<file path="src/rtl/dma_host_pkg.sv">
package dma_host_pkg;
  localparam logic [3:0] OFF_CMD    = 4'h8;
  localparam logic [3:0] OFF_REQ    = 4'h9;
  localparam logic [3:0] OFF_SMASK  = 4'hA;
  localparam logic [3:0] OFF_MODE   = 4'hB;
  localparam logic [3:0] OFF_PTRCLR = 4'hC;
  localparam logic [3:0] OFF_MCLR   = 4'hD;
  localparam logic [3:0] OFF_UNMASK = 4'hE;
  localparam logic [3:0] OFF_AMASK  = 4'hF;

  function automatic logic is_chan_off(input logic [3:0] offs);
    return !offs[3];
  endfunction
endpackage

</file>
<file path="src/rtl/dma_byte_ptr.sv">
module dma_byte_ptr (
  input  logic clk_i,
  input  logic rst_ni,
  input  logic clr_i,
  input  logic tog_i,
  output logic hi_o
);
  always_ff @(posedge clk_i or negedge rst_ni) begin
    if (!rst_ni)    hi_o <= 1'b0;
    else if (clr_i) hi_o <= 1'b0;
    else if (tog_i) hi_o <= !hi_o;
  end
endmodule

</file>
<file path="src/rtl/dma_chan_regs.sv">
module dma_chan_regs #(
  parameter int DW = 8,
  localparam int AW = 2 * DW
) (
  input  logic          clk_i,
  input  logic          rst_ni,
  input  logic          addr_we_i,
  input  logic          cnt_we_i,
  input  logic          mode_we_i,
  input  logic          hi_i,
  input  logic [DW-1:0] wdata_i,
  output logic [AW-1:0] addr_o,
  output logic [AW-1:0] cnt_o,
  output logic [DW-1:0] mode_o
);
  always_ff @(posedge clk_i or negedge rst_ni) begin
    if (!rst_ni) begin
      addr_o <= '0;
      cnt_o  <= '0;
      mode_o <= '0;
    end else begin
      if (addr_we_i) begin
        if (hi_i) addr_o[AW-1:DW] <= wdata_i;
        else      addr_o[DW-1:0]  <= wdata_i;
      end
      if (cnt_we_i) begin
        if (hi_i) cnt_o[AW-1:DW] <= wdata_i;
        else      cnt_o[DW-1:0]  <= wdata_i;
      end
      if (mode_we_i) mode_o <= wdata_i;
    end
  end
endmodule

</file>
<file path="src/rtl/dma_ctrl_regs.sv">
module dma_ctrl_regs #(
  parameter int CH_N = 4,
  parameter int DW   = 8,
  localparam int SW  = $clog2(CH_N)
) (
  input  logic            clk_i,
  input  logic            rst_ni,
  input  logic            cmd_we_i,
  input  logic            req_we_i,
  input  logic            smask_we_i,
  input  logic            unmask_i,
  input  logic            amask_we_i,
  input  logic            mclr_i,
  input  logic            stat_rd_i,
  input  logic [CH_N-1:0] tc_set_i,
  input  logic            temp_we_i,
  input  logic [DW-1:0]   temp_d_i,
  input  logic [DW-1:0]   wdata_i,
  output logic [DW-1:0]   cmd_o,
  output logic [CH_N-1:0] mask_o,
  output logic [CH_N-1:0] req_o,
  output logic [CH_N-1:0] tc_o,
  output logic [DW-1:0]   temp_o
);
  logic [SW-1:0]   sel;
  logic [CH_N-1:0] mask_n, req_n, tc_n;

  assign sel = wdata_i[SW-1:0];

  always_comb begin
    mask_n = mask_o;
    if (unmask_i)        mask_n = '0;
    else if (amask_we_i) mask_n = wdata_i[CH_N-1:0];
    else if (smask_we_i) mask_n[sel] = wdata_i[2];

    req_n = req_o;
    if (req_we_i) req_n[sel] = wdata_i[2];
    req_n = req_n & ~tc_set_i;

    tc_n = (stat_rd_i ? '0 : tc_o) | tc_set_i;
  end

  always_ff @(posedge clk_i or negedge rst_ni) begin
    if (!rst_ni) begin
      cmd_o  <= '0;
      mask_o <= '1;
      req_o  <= '0;
      tc_o   <= '0;
      temp_o <= '0;
    end else if (mclr_i) begin
      cmd_o  <= '0;
      mask_o <= '1;
      req_o  <= '0;
      tc_o   <= '0;
      temp_o <= '0;
    end else begin
      if (cmd_we_i) cmd_o <= wdata_i;
      mask_o <= mask_n;
      req_o  <= req_n;
      tc_o   <= tc_n;
      if (temp_we_i) temp_o <= temp_d_i;
    end
  end
endmodule

</file>
<file path="src/rtl/dma_host_regs.sv">
module dma_host_regs
  import dma_host_pkg::*;
#(
  parameter int CH_N = 4,
  parameter int DW   = 8,
  localparam int AW  = 2 * DW,
  localparam int SW  = $clog2(CH_N)
) (
  input  logic             clk_i,
  input  logic             rst_ni,
  input  logic             cs_i,
  input  logic             wr_i,
  input  logic             rd_i,
  input  logic [3:0]       offs_i,
  input  logic [DW-1:0]    wdata_i,
  output logic [DW-1:0]    rdata_o,
  input  logic [CH_N-1:0]  dreq_i,
  input  logic [CH_N-1:0]  tc_set_i,
  input  logic             temp_we_i,
  input  logic [DW-1:0]    temp_d_i,
  output logic [DW-1:0]    cmd_o,
  output logic [CH_N*DW-1:0] mode_o,
  output logic [CH_N-1:0]  mask_o,
  output logic [CH_N-1:0]  sw_req_o,
  output logic [CH_N*AW-1:0] addr_o,
  output logic [CH_N*AW-1:0] count_o
);
  logic            wr_act, rd_act, chan_acc, ptr_hi;
  logic [SW-1:0]   ch_sel;
  logic [CH_N-1:0] stat_tc;
  logic [DW-1:0]   temp_q;
  logic [AW-1:0]   addr_w [CH_N];
  logic [AW-1:0]   cnt_w  [CH_N];
  logic [DW-1:0]   mode_w [CH_N];
  logic [AW-1:0]   word;

  assign wr_act   = cs_i && wr_i;
  assign rd_act   = cs_i && rd_i && !wr_i;
  assign chan_acc = (wr_act || rd_act) && is_chan_off(offs_i);
  assign ch_sel   = offs_i[SW:1];

  dma_byte_ptr u_ptr (
    .clk_i (clk_i),
    .rst_ni(rst_ni),
    .clr_i (wr_act && (offs_i == OFF_PTRCLR || offs_i == OFF_MCLR)),
    .tog_i (chan_acc),
    .hi_o  (ptr_hi)
  );

  for (genvar i = 0; i < CH_N; i++) begin : g_ch
    dma_chan_regs #(.DW(DW)) u_ch (
      .clk_i    (clk_i),
      .rst_ni   (rst_ni),
      .addr_we_i(wr_act && is_chan_off(offs_i) && ch_sel == SW'(i) && !offs_i[0]),
      .cnt_we_i (wr_act && is_chan_off(offs_i) && ch_sel == SW'(i) && offs_i[0]),
      .mode_we_i(wr_act && offs_i == OFF_MODE && wdata_i[SW-1:0] == SW'(i)),
      .hi_i     (ptr_hi),
      .wdata_i  (wdata_i),
      .addr_o   (addr_w[i]),
      .cnt_o    (cnt_w[i]),
      .mode_o   (mode_w[i])
    );
    assign addr_o[i*AW +: AW]  = addr_w[i];
    assign count_o[i*AW +: AW] = cnt_w[i];
    assign mode_o[i*DW +: DW]  = mode_w[i];
  end

  dma_ctrl_regs #(.CH_N(CH_N), .DW(DW)) u_ctrl (
    .clk_i     (clk_i),
    .rst_ni    (rst_ni),
    .cmd_we_i  (wr_act && offs_i == OFF_CMD),
    .req_we_i  (wr_act && offs_i == OFF_REQ),
    .smask_we_i(wr_act && offs_i == OFF_SMASK),
    .unmask_i  (wr_act && offs_i == OFF_UNMASK),
    .amask_we_i(wr_act && offs_i == OFF_AMASK),
    .mclr_i    (wr_act && offs_i == OFF_MCLR),
    .stat_rd_i (rd_act && offs_i == OFF_CMD),
    .tc_set_i  (tc_set_i),
    .temp_we_i (temp_we_i),
    .temp_d_i  (temp_d_i),
    .wdata_i   (wdata_i),
    .cmd_o     (cmd_o),
    .mask_o    (mask_o),
    .req_o     (sw_req_o),
    .tc_o      (stat_tc),
    .temp_o    (temp_q)
  );

  // status byte packs two CH_N-bit fields
  always_comb begin
    rdata_o = '0;
    word    = '0;
    if (rd_act) begin
      if (is_chan_off(offs_i)) begin
        word    = offs_i[0] ? cnt_w[ch_sel] : addr_w[ch_sel];
        rdata_o = ptr_hi ? word[AW-1:DW] : word[DW-1:0];
      end else if (offs_i == OFF_CMD) begin
        rdata_o = DW'({dreq_i | sw_req_o, stat_tc});
      end else if (offs_i == OFF_MCLR) begin
        rdata_o = temp_q;
      end
    end
  end
endmodule

</file>
<file path="config.mk">
export PLATFORM = sky130hd
export DESIGN_NAME = dma_host_regs
export DESIGN_NICKNAME = d
export VERILOG_FILES = /design/src/rtl/dma_host_pkg.sv /design/src/rtl/dma_byte_ptr.sv /design/src/rtl/dma_chan_regs.sv /design/src/rtl/dma_ctrl_regs.sv /design/src/rtl/dma_host_regs.sv
export SDC_FILE = /design/constraint.sdc
export NUM_CORES = 1
export LEC_CHECK = 0
export ABC_CLOCK_PERIOD_IN_PS = 2200
export CAP_MARGIN = 15
export CORE_UTILIZATION = 36
export DETAILED_ROUTE_END_ITERATION = 8
export SETUP_SLACK_MARGIN = 0.1
export SYNTH_ARGS = -nofsm -noshare
export SYNTH_HDL_FRONTEND = slang
export SYNTH_SLANG_ARGS = --single-unit
export TNS_END_PERCENT = 5
</file>
<file path="constraint.sdc">
create_clock -name clk_i -period 2.2 [get_ports clk_i]
set_clock_uncertainty 0.2 [all_clocks]
set_input_delay 0.22 -clock clk_i [delete_from_list [all_inputs] [get_ports clk_i]]
set_output_delay 0.22 -clock clk_i [all_outputs]
set_load 0.02 [all_outputs]
</file>
==> results of run 1 <==
[routing by layer]
layer,up-vias,share of wire (%),track usage (%),routed length (µm)
li1,3135,-,-,-
met1,3586,44,34.0,13000
met2,204,50,40.4,14700
met3,24,4.5,3.70,1330
met4,0,1.4,6.27,401
met5,-,0,0,0
[cells by family (layout without fill, tap and decap cells)]
group | after synthesis | count (layout)
muxes | 213 | 213
buffers and inverters | 49 | 457
AOI/OAI and AO/OA | 47 | 47
DFF | 189 | 189
and+or+nand+nor | 147 | 147
[sequential cells by signal, summed over array words and instances (netlist names)]
signal            cells
g_ch.u_ch.addr_o     64
g_ch.u_ch.cnt_o      64
g_ch.u_ch.mode_o     32
u_ctrl.cmd_o          8
u_ctrl.temp_o         8
u_ctrl.mask_o         4
u_ctrl.req_o          4
u_ctrl.tc_o           4
u_ptr.hi_o            1
[through the flow]
step	hold WS, ns	cell area, µm²
6_report	0.0840	13700
5_1_grt	0.0905	13700
4_1_cts	0.0740	13700
3_5_place_dp	-0.0131	12900
3_3_place_gp	-0.0200	12900
2_1_floorplan	-0.276	8790
[critical path: stages, from the launching register on]
cell     delay [ns]
dfrtp_1        0.42
mux4_2         0.48
mux2i_2        0.20
nor2_1         0.08
or3_4          0.38
buf_6          0.14
[layout make-up]
type / instances / area, µm² / area share [%]
inverter: 1 / 3.75 / 0.0273
multi-input combinational: 407 / 3980 / 29.0
sequential: 189 / 4730 / 34.5
tap: 319 / 399 / 2.91
clock inverter: 13 / 126 / 0.921
timing repair buffer: 424 / 4030 / 29.4
clock buffer: 19 / 443 / 3.23
[worst paths after layout]
path                                                    startpoint                                 end  depth (start not counted)
worst max-delay path             g_ch[0].u_ch.cnt_o[5]$_DFFE_PN0P_                          rdata_o[5]                          5
worst min-delay path                                        rst_ni  g_ch[2].u_ch.cnt_o[12]$_DFFE_PN0P_                          2
worst max register to register              u_ptr.hi_o$_DFFE_PN0P_  g_ch[0].u_ch.addr_o[2]$_DFFE_PN0P_                          6
worst min register to register  g_ch[3].u_ch.mode_o[0]$_DFFE_PN0P_  g_ch[3].u_ch.mode_o[0]$_DFFE_PN0P_                          1
max in group asynchronous                                   rst_ni  g_ch[2].u_ch.addr_o[6]$_DFFE_PN0P_                          3
min in group clk_i                                     tc_set_i[0]           u_ctrl.req_o[0]$_DFF_PN0_                          2
[synthesized netlist by cell type, types with 3 or more instances]
cell type / count
a21oi_1: 19
and2_1: 4
and3_1: 5
and4b_1: 3
buf_2: 10
buf_4: 6
clkbuf_1: 29
dfrtp_1: 185
dfstp_2: 4
mux2_1: 3
mux2_2: 156
mux2i_1: 24
mux4_2: 30
nand2_1: 36
nand2_2: 3
nand2b_1: 6
nand3_1: 5
nand4_1: 7
nor2_1: 31
nor2_4: 8
nor2b_1: 10
nor3_1: 6
nor3_4: 3
o211ai_1: 4
o21ai_0: 11
o22ai_1: 4
or2_2: 5
or3_1: 8
[power by group through the flow]
| stage | clock (µW) | sequential, µW | combinational (µW) |
|---|---|---|---|
| 2_1_floorplan | 0 | 5060 | 911 |
| 3_3_place_gp | 0 | 4420 | 3880 |
| 3_5_place_dp | 0 | 4430 | 3930 |
| 4_1_cts | 3080 | 4370 | 4060 |
| 5_1_grt | 3250 | 4430 | 4270 |
| 6_report | 3020 | 4370 | 4060 |
[repair_timing]
item | CTS | global route
setup endpoints to repair | 57 | 82
pin swaps | 6 | 1
setup buffers | 1 | 3
endpoints found under the hold margin | 185 | 0
hold buffers | 1 | 0
gates resized for setup | 79 | 3
==> reports/metrics.cfg, run 1 <==
[final_layout]
layout-drive-gt1-share_pct = 44.8
instances_no_fill = 1372
mostFrequentLayoutCells = clkdlybuf4s50_1 (205), dfrtp_1 (185), buf_4 (178)
final_core_util_pct = 58.0
nFillCells = 1951
nets = 1074
area_growth_pct = 56.2
antennaDiodeCount = 0
final_common_cell = clkdlybuf4s50_1

[timing]
tns_ns = -2.30
fmaxAchievable_mhz = 391
finalCritPeriodShare_pct = 116
rsz0062_at_grt = yes
finalHoldViolations = 0
relSlewSlack_pct = 70.2
layout_setup_ws_ns = -0.357
slew_violations = 0
setup_viol = 8
worst_slew_pin_slew_ns = 0.446
period_minus_slack_ns = 2.56

[synth]
synthArstFlopShare_pct = 100
synth_mux_area_share_pct = 30.8
synth_cell_type_count = 43
synth_compound_area_share_pct = 3.20
synth.area.top_cells = dfrtp_1 (53%), mux2_2 (20%), mux4_2 (7.7%)
syn-num-nets = 679
synth_top_family_by_area = multiplexers
syn_inst = 645
synth_seq_area_share_pct = 53.9
yosys.area_share.adder_pct = 0
synth_top_area_share_pct = 52.7
synth_xor_area_share_pct = 0
yosysWarnings = 0
ys_seq_elements = 189
synthSimpleGateAreaFrac_pct = 9.45
synth-edff-count = 0
syn_area_um2 = 8790
synth_top_flop_cell = dfrtp_1
avgSynthCellArea_um2 = 13.6
yosysTopAreaCell = dfrtp_1

[placement]
dpl.hpwl_um = 21900
place_inst = 1335
place_ws_ns = -0.615
gp_congestion = 0.925
io_buffers = 217

[clock_network]
clk_pin_slew_worst_paths_ns = 0.08
clock-sinks = 189
cts_buffers = 17
htreeDepth = 4
cts_buffer_depth = 2
cts_tree = done
cts-root-buf = clkbuf_16
clk_latency_ns = 0.43

[power]
combPwrFrac_pct = 35.4
p_sw_uw = 3640
vdd_drop_max_v = 0.000441
seq_power_share_pct = 38.2
p_int_uw = 7810
finalPower_uw = 11400
p_sw_share_pct = 31.8
power.density_nw_per_um2 = 834
p_leak_uw = 0.00629
pwr-share-clk_pct = 26.4

[worst_setup_path]
startpoint_type = flop
crit_required_ns = 1.78
crit_arrival_ns = 2.14
cp-end-kind = output pin
critPathKind = flop to output pin
r2r_slack_ns = 0.02
path_max_fanout = 2

[floorplanning]
fp-row-count = 56
die_x_um = 158
die_h_um = 158
start_util_pct = 37.1
coreArea_um2 = 23700
dieArea_um2 = 25000
ios = 218

[global_routing]
grt_pass1_vias = 7410
gr-usage-all-layers_pct = 24.6
grt_max_degree = 64
grt_antenna_before_repair = 0
grt_remaining_overflow = 0
grt_pass1_wl_um = 44800

[routing]
post_drt_wl_per_cell_um = 21.4
drt-total-wl_um = 29400
first_iter_violations = 462
vias = 6949
firstDrtPassIters = 5
ant_nets = 0
via_per_inst = 5.06
drc = 0

[status]
violations = setup timing
status = finished with violations

[hold_path]
hold_class = input pin to asynchronous set/reset pin

[run]
drv_cap = 0

Note: power is estimated with default switching activity, not from simulation.
==> run 2: changes to the inputs <==
--- a/config.mk
+++ b/config.mk
@@ -8,9 +8,12 @@
 export ABC_CLOCK_PERIOD_IN_PS = 2200
 export CAP_MARGIN = 15
 export CORE_UTILIZATION = 36
+export CTS_CLUSTER_SIZE = 12
 export DETAILED_ROUTE_END_ITERATION = 8
+export DONT_BUFFER_PORTS = 1
 export SETUP_SLACK_MARGIN = 0.1
 export SYNTH_ARGS = -nofsm -noshare
 export SYNTH_HDL_FRONTEND = slang
+export SYNTH_HIERARCHICAL = 1
 export SYNTH_SLANG_ARGS = --single-unit
 export TNS_END_PERCENT = 5
==> run 2 against run 1 <==
Net effect: the flow finishes with violations (hold timing, setup timing); utilization down 9.9 points; worst setup slack better by 0.15 ns; sequential share of layout area up 5.8 points; global-route usage down 1.8 points; critical endpoint unchanged.
==> reports/metrics.cfg, run 2 <==
[synth]
synth_top_flop_cell = dfrtp_1  ; unchanged
syn-num-nets = 644  ; was 679
synth_seq_area_share_pct = 52.3  ; was 53.9%
synth.area.top_cells = dfrtp_1 (51%), mux2_2 (12%), mux2_4 (11%)  ; was dfrtp_1 (53%), mux2_2 (20%), mux4_2 (7.7%)
syn_inst = 610  ; was 645
synth_top_area_share_pct = 51.1  ; was 52.7%
avgSynthCellArea_um2 = 14.8  ; was 13.6 µm²
synthArstFlopShare_pct = 100  ; unchanged
synth_common_cells = dfrtp_1 (185), mux2_2 (97), mux2_4 (64)  ; was dfrtp_1 (185), mux2_2 (156), nand2_1 (36)
yosysTopAreaCell = dfrtp_1  ; unchanged
syn_area_um2 = 9050  ; was 8790 µm²
synth-edff-count = 0  ; unchanged
yosysMostFrequentCell = dfrtp_1  ; unchanged
yosysWarnings = 6  ; was 0
synth_cell_type_count = 46  ; was 43
ys_seq_elements = 189  ; unchanged

[hold_path]
hold_class = input pin to asynchronous set/reset pin  ; unchanged

[routing]
ant_nets = 0  ; unchanged
post_drt_wl_per_cell_um = 25.4  ; was 21.4 µm
first_iter_violations = 397  ; was 462
drc = 0  ; unchanged
vias = 6123  ; was 6,949
drt-total-wl_um = 28900  ; was 29,400 µm
via_per_inst = 5.38  ; was 5.06
firstDrtPassIters = 5  ; unchanged

[clock_network]
cts_tree = done  ; unchanged
cts_buffer_depth = 2  ; unchanged
clk_latency_ns = 0.42  ; was 0.43 ns
clk_pin_slew_worst_paths_ns = 0.08  ; about the same
cts_buffers = 17  ; unchanged
cts-root-buf = clkbuf_16  ; unchanged
cts_hold_buf = 43  ; was 1
clock-sinks = 189  ; unchanged
htreeDepth = 4  ; unchanged

[worst_setup_path]
r2r_start = u_ptr/hi_o$_DFFE_PN0P_  ; was u_ptr.hi_o$_DFFE_PN0P_
cp_cell_sequence = mux4_1 -> nor2b_1 -> o21ai_2 -> a21oi_2 -> buf_6  ; was mux4_2 -> mux2i_2 -> nor2_1 -> or3_4 -> buf_6
crit_start = g_ch[0].u_ch/addr_o[5]$_DFFE_PN0P_  ; was g_ch[0].u_ch.cnt_o[5]$_DFFE_PN0P_
path_max_fanout = 2  ; unchanged
crit_buf_inv = 1  ; unchanged
critPathKind = flop to output pin  ; unchanged
r2r_slack_ns = 0.36  ; was 0.02 ns
slowest_stage = mux4_1  ; was mux4_2
crit_arrival_ns = 1.98  ; was 2.14 ns
cp-end-kind = output pin  ; unchanged
startpoint_type = flop  ; unchanged
cp_top_family = multiplexers  ; unchanged
cpPeakStageDelay_ns = 0.50  ; was 0.48 ns
crit_required_ns = 1.78  ; about the same

[timing]
finalHoldViolations = 189  ; was 0
period_minus_slack_ns = 2.40  ; was 2.56 ns
slew_violations = 0  ; unchanged
setup_viol = 10  ; was 8
tns_ns = -1.32  ; was -2.30 ns
relSlewSlack_pct = 24.1  ; was 70.2%
fmaxAchievable_mhz = 416  ; was 391 MHz
worst_slew_pin_slew_ns = 1.13  ; was 0.446 ns
finalCritPeriodShare_pct = 109  ; was 116%
layout_setup_ws_ns = -0.202  ; was -0.357 ns
hold_slack_ns = -0.730  ; was 0.0840 ns
rsz0062_at_grt = yes  ; unchanged

[placement]
gp_congestion = 0.818  ; was 0.925
io_buffers = 0  ; was 217
place_ws_ns = -0.0196  ; was -0.615 ns
place_inst = 1058  ; was 1,335
dpl.hpwl_um = 19400  ; was 21,900 µm

[final_layout]
final_common_cell = dfrtp_1  ; was clkdlybuf4s50_1
nets = 836  ; was 1,074
mostFrequentLayoutCells = dfrtp_1 (184), buf_4 (161), mux2_2 (96)  ; was clkdlybuf4s50_1 (205), dfrtp_1 (185), buf_4 (178)
instances_no_fill = 1139  ; was 1,372
area_growth_pct = 29.9  ; was 56.2%
layout-drive-gt1-share_pct = 53.6  ; was 44.8%
reg.largest.list = g_ch.u_ch/addr_o x64, g_ch.u_ch/cnt_o x64, g_ch.u_ch/mode_o x32  ; was g_ch.u_ch.addr_o x64, g_ch.u_ch.cnt_o x64, g_ch.u_ch.mode_o x32
antennaDiodeCount = 0  ; unchanged

[global_routing]
grt_pass1_vias = 6739  ; was 7,410
grt_max_degree = 190  ; was 64
gr-usage-all-layers_pct = 22.8  ; was 24.6%
grt_remaining_overflow = 0  ; unchanged
grt_antenna_before_repair = 2  ; was 0
grt_pass1_wl_um = 43000  ; was 44,800 µm

[floorplanning]
die_h_um = 161  ; was 158 µm
fp-row-count = 57  ; was 56
coreArea_um2 = 24500  ; was 23,700 µm²
ios = 218  ; unchanged
dieArea_um2 = 25800  ; was 25,000 µm²
die_x_um = 161  ; was 158 µm
start_util_pct = 37.0  ; was 37.1%

[status]
status = finished with violations  ; unchanged
violations = hold timing, setup timing  ; was setup timing

[power]
power.density_nw_per_um2 = 1050  ; was 834 nW/µm²
p_leak_uw = 0.00569  ; was 0.00629 µW
vdd_drop_max_v = 0.000491  ; was 0.000441 V

[run]
drv_cap = 0  ; unchanged

run 2: changes by cell type after synthesis, sizes merged, moves of 7 or more:
cell,change
a21oi,-12
nand2,-22
nand4,-7
or3,-8
clkbuf,-23
buf,+10
run 2: cell type report:
| cell class | count | area [µm²] |
|---|---|---|
| repair buffers | 208 | 1740 |
| clock inverters | 15 | 171 |
| fillers | 2111 | 12700 |
| multi-input cells | 379 | 4250 |
| flip-flops and latches | 189 | 4740 |
| well taps | 324 | 405 |
| inverters | 7 | 26.3 |
| clock buffers | 17 | 425 |
run 2: repair_timing:
action | in CTS | in global routing
pin swaps | 12 | 9
resized for setup | 40 | 9
endpoints found under the hold margin | 378 | 189
buffers inserted | 6 | 0
endpoints found under the setup margin | 8 | 36
run 2: worst paths after layout:
check,to,depth (start not counted)
setup / recovery,rdata_o[5],5
hold / removal,g_ch[3].u_ch/mode_o[3]$_DFFE_PN0P_,0
setup reg to reg,g_ch[3].u_ch/addr_o[4]$_DFFE_PN0P_,6
hold reg to reg,u_ctrl/tc_o[0]$_DFF_PN0_,2
max in group asynchronous,u_ctrl/mask_o[0]$_DFFE_PN1P_,0
min in group clk_i,u_ctrl/tc_o[0]$_DFF_PN0_,5
run 2: cells by family (layout without fill, tap and decap cells):
family | count (synthesis) | count (layout) | synth area share, %
compound gates | 41 | 41 | 3.45
xor+xnor | 1 | 1 | 0.0967
buf+inv | 42 | 247 | 3.27
flops | 189 | 189 | 52.3
mux | 218 | 218 | 33.7
simple gates | 119 | 119 | 7.21
run 2: worst reg2reg max path, stage by stage, from the launching register on:
cell and delay (ns):
dfrtp_2 0.44, buf_12 0.14, buf_4 0.14, buf_4 0.14
nand2b_1 0.18, buf_4 0.20, mux2_4 0.30
run 2: where the power goes:
group | switching, µW | internal [µW] | leakage (µW)
registers | 607 | 4240 | 0.00248
logic | 2180 | 2220 | 0.00293
clock network | 1560 | 1530 | 0.000283
run 2: layer usage:
layer / vias to the layer above / routed length, µm / global-route usage, %
met1: 3173 / 11500 / 28.0
li1: 2633 / - / -
met2: 280 / 13700 / 36.8
met5: - / 0 / 0
met3: 37 / 3120 / 9.43
met4: 0 / 588 / 6.71
run 2: metrics by stage:
| step | power [µW] | area (µm²) | utilization [%] |
|---|---|---|---|
| 5_1_grt | 12800 | 11800 | 48.1 |
| 3_3_place_gp | 8710 | 10400 | 42.7 |
| 6_report | 12300 | 11800 | 48.1 |
| 2_1_floorplan | 7170 | 9110 | - |
| 3_5_place_dp | 8840 | 10400 | 42.7 |
| 4_1_cts | 12400 | 11700 | 47.9 |
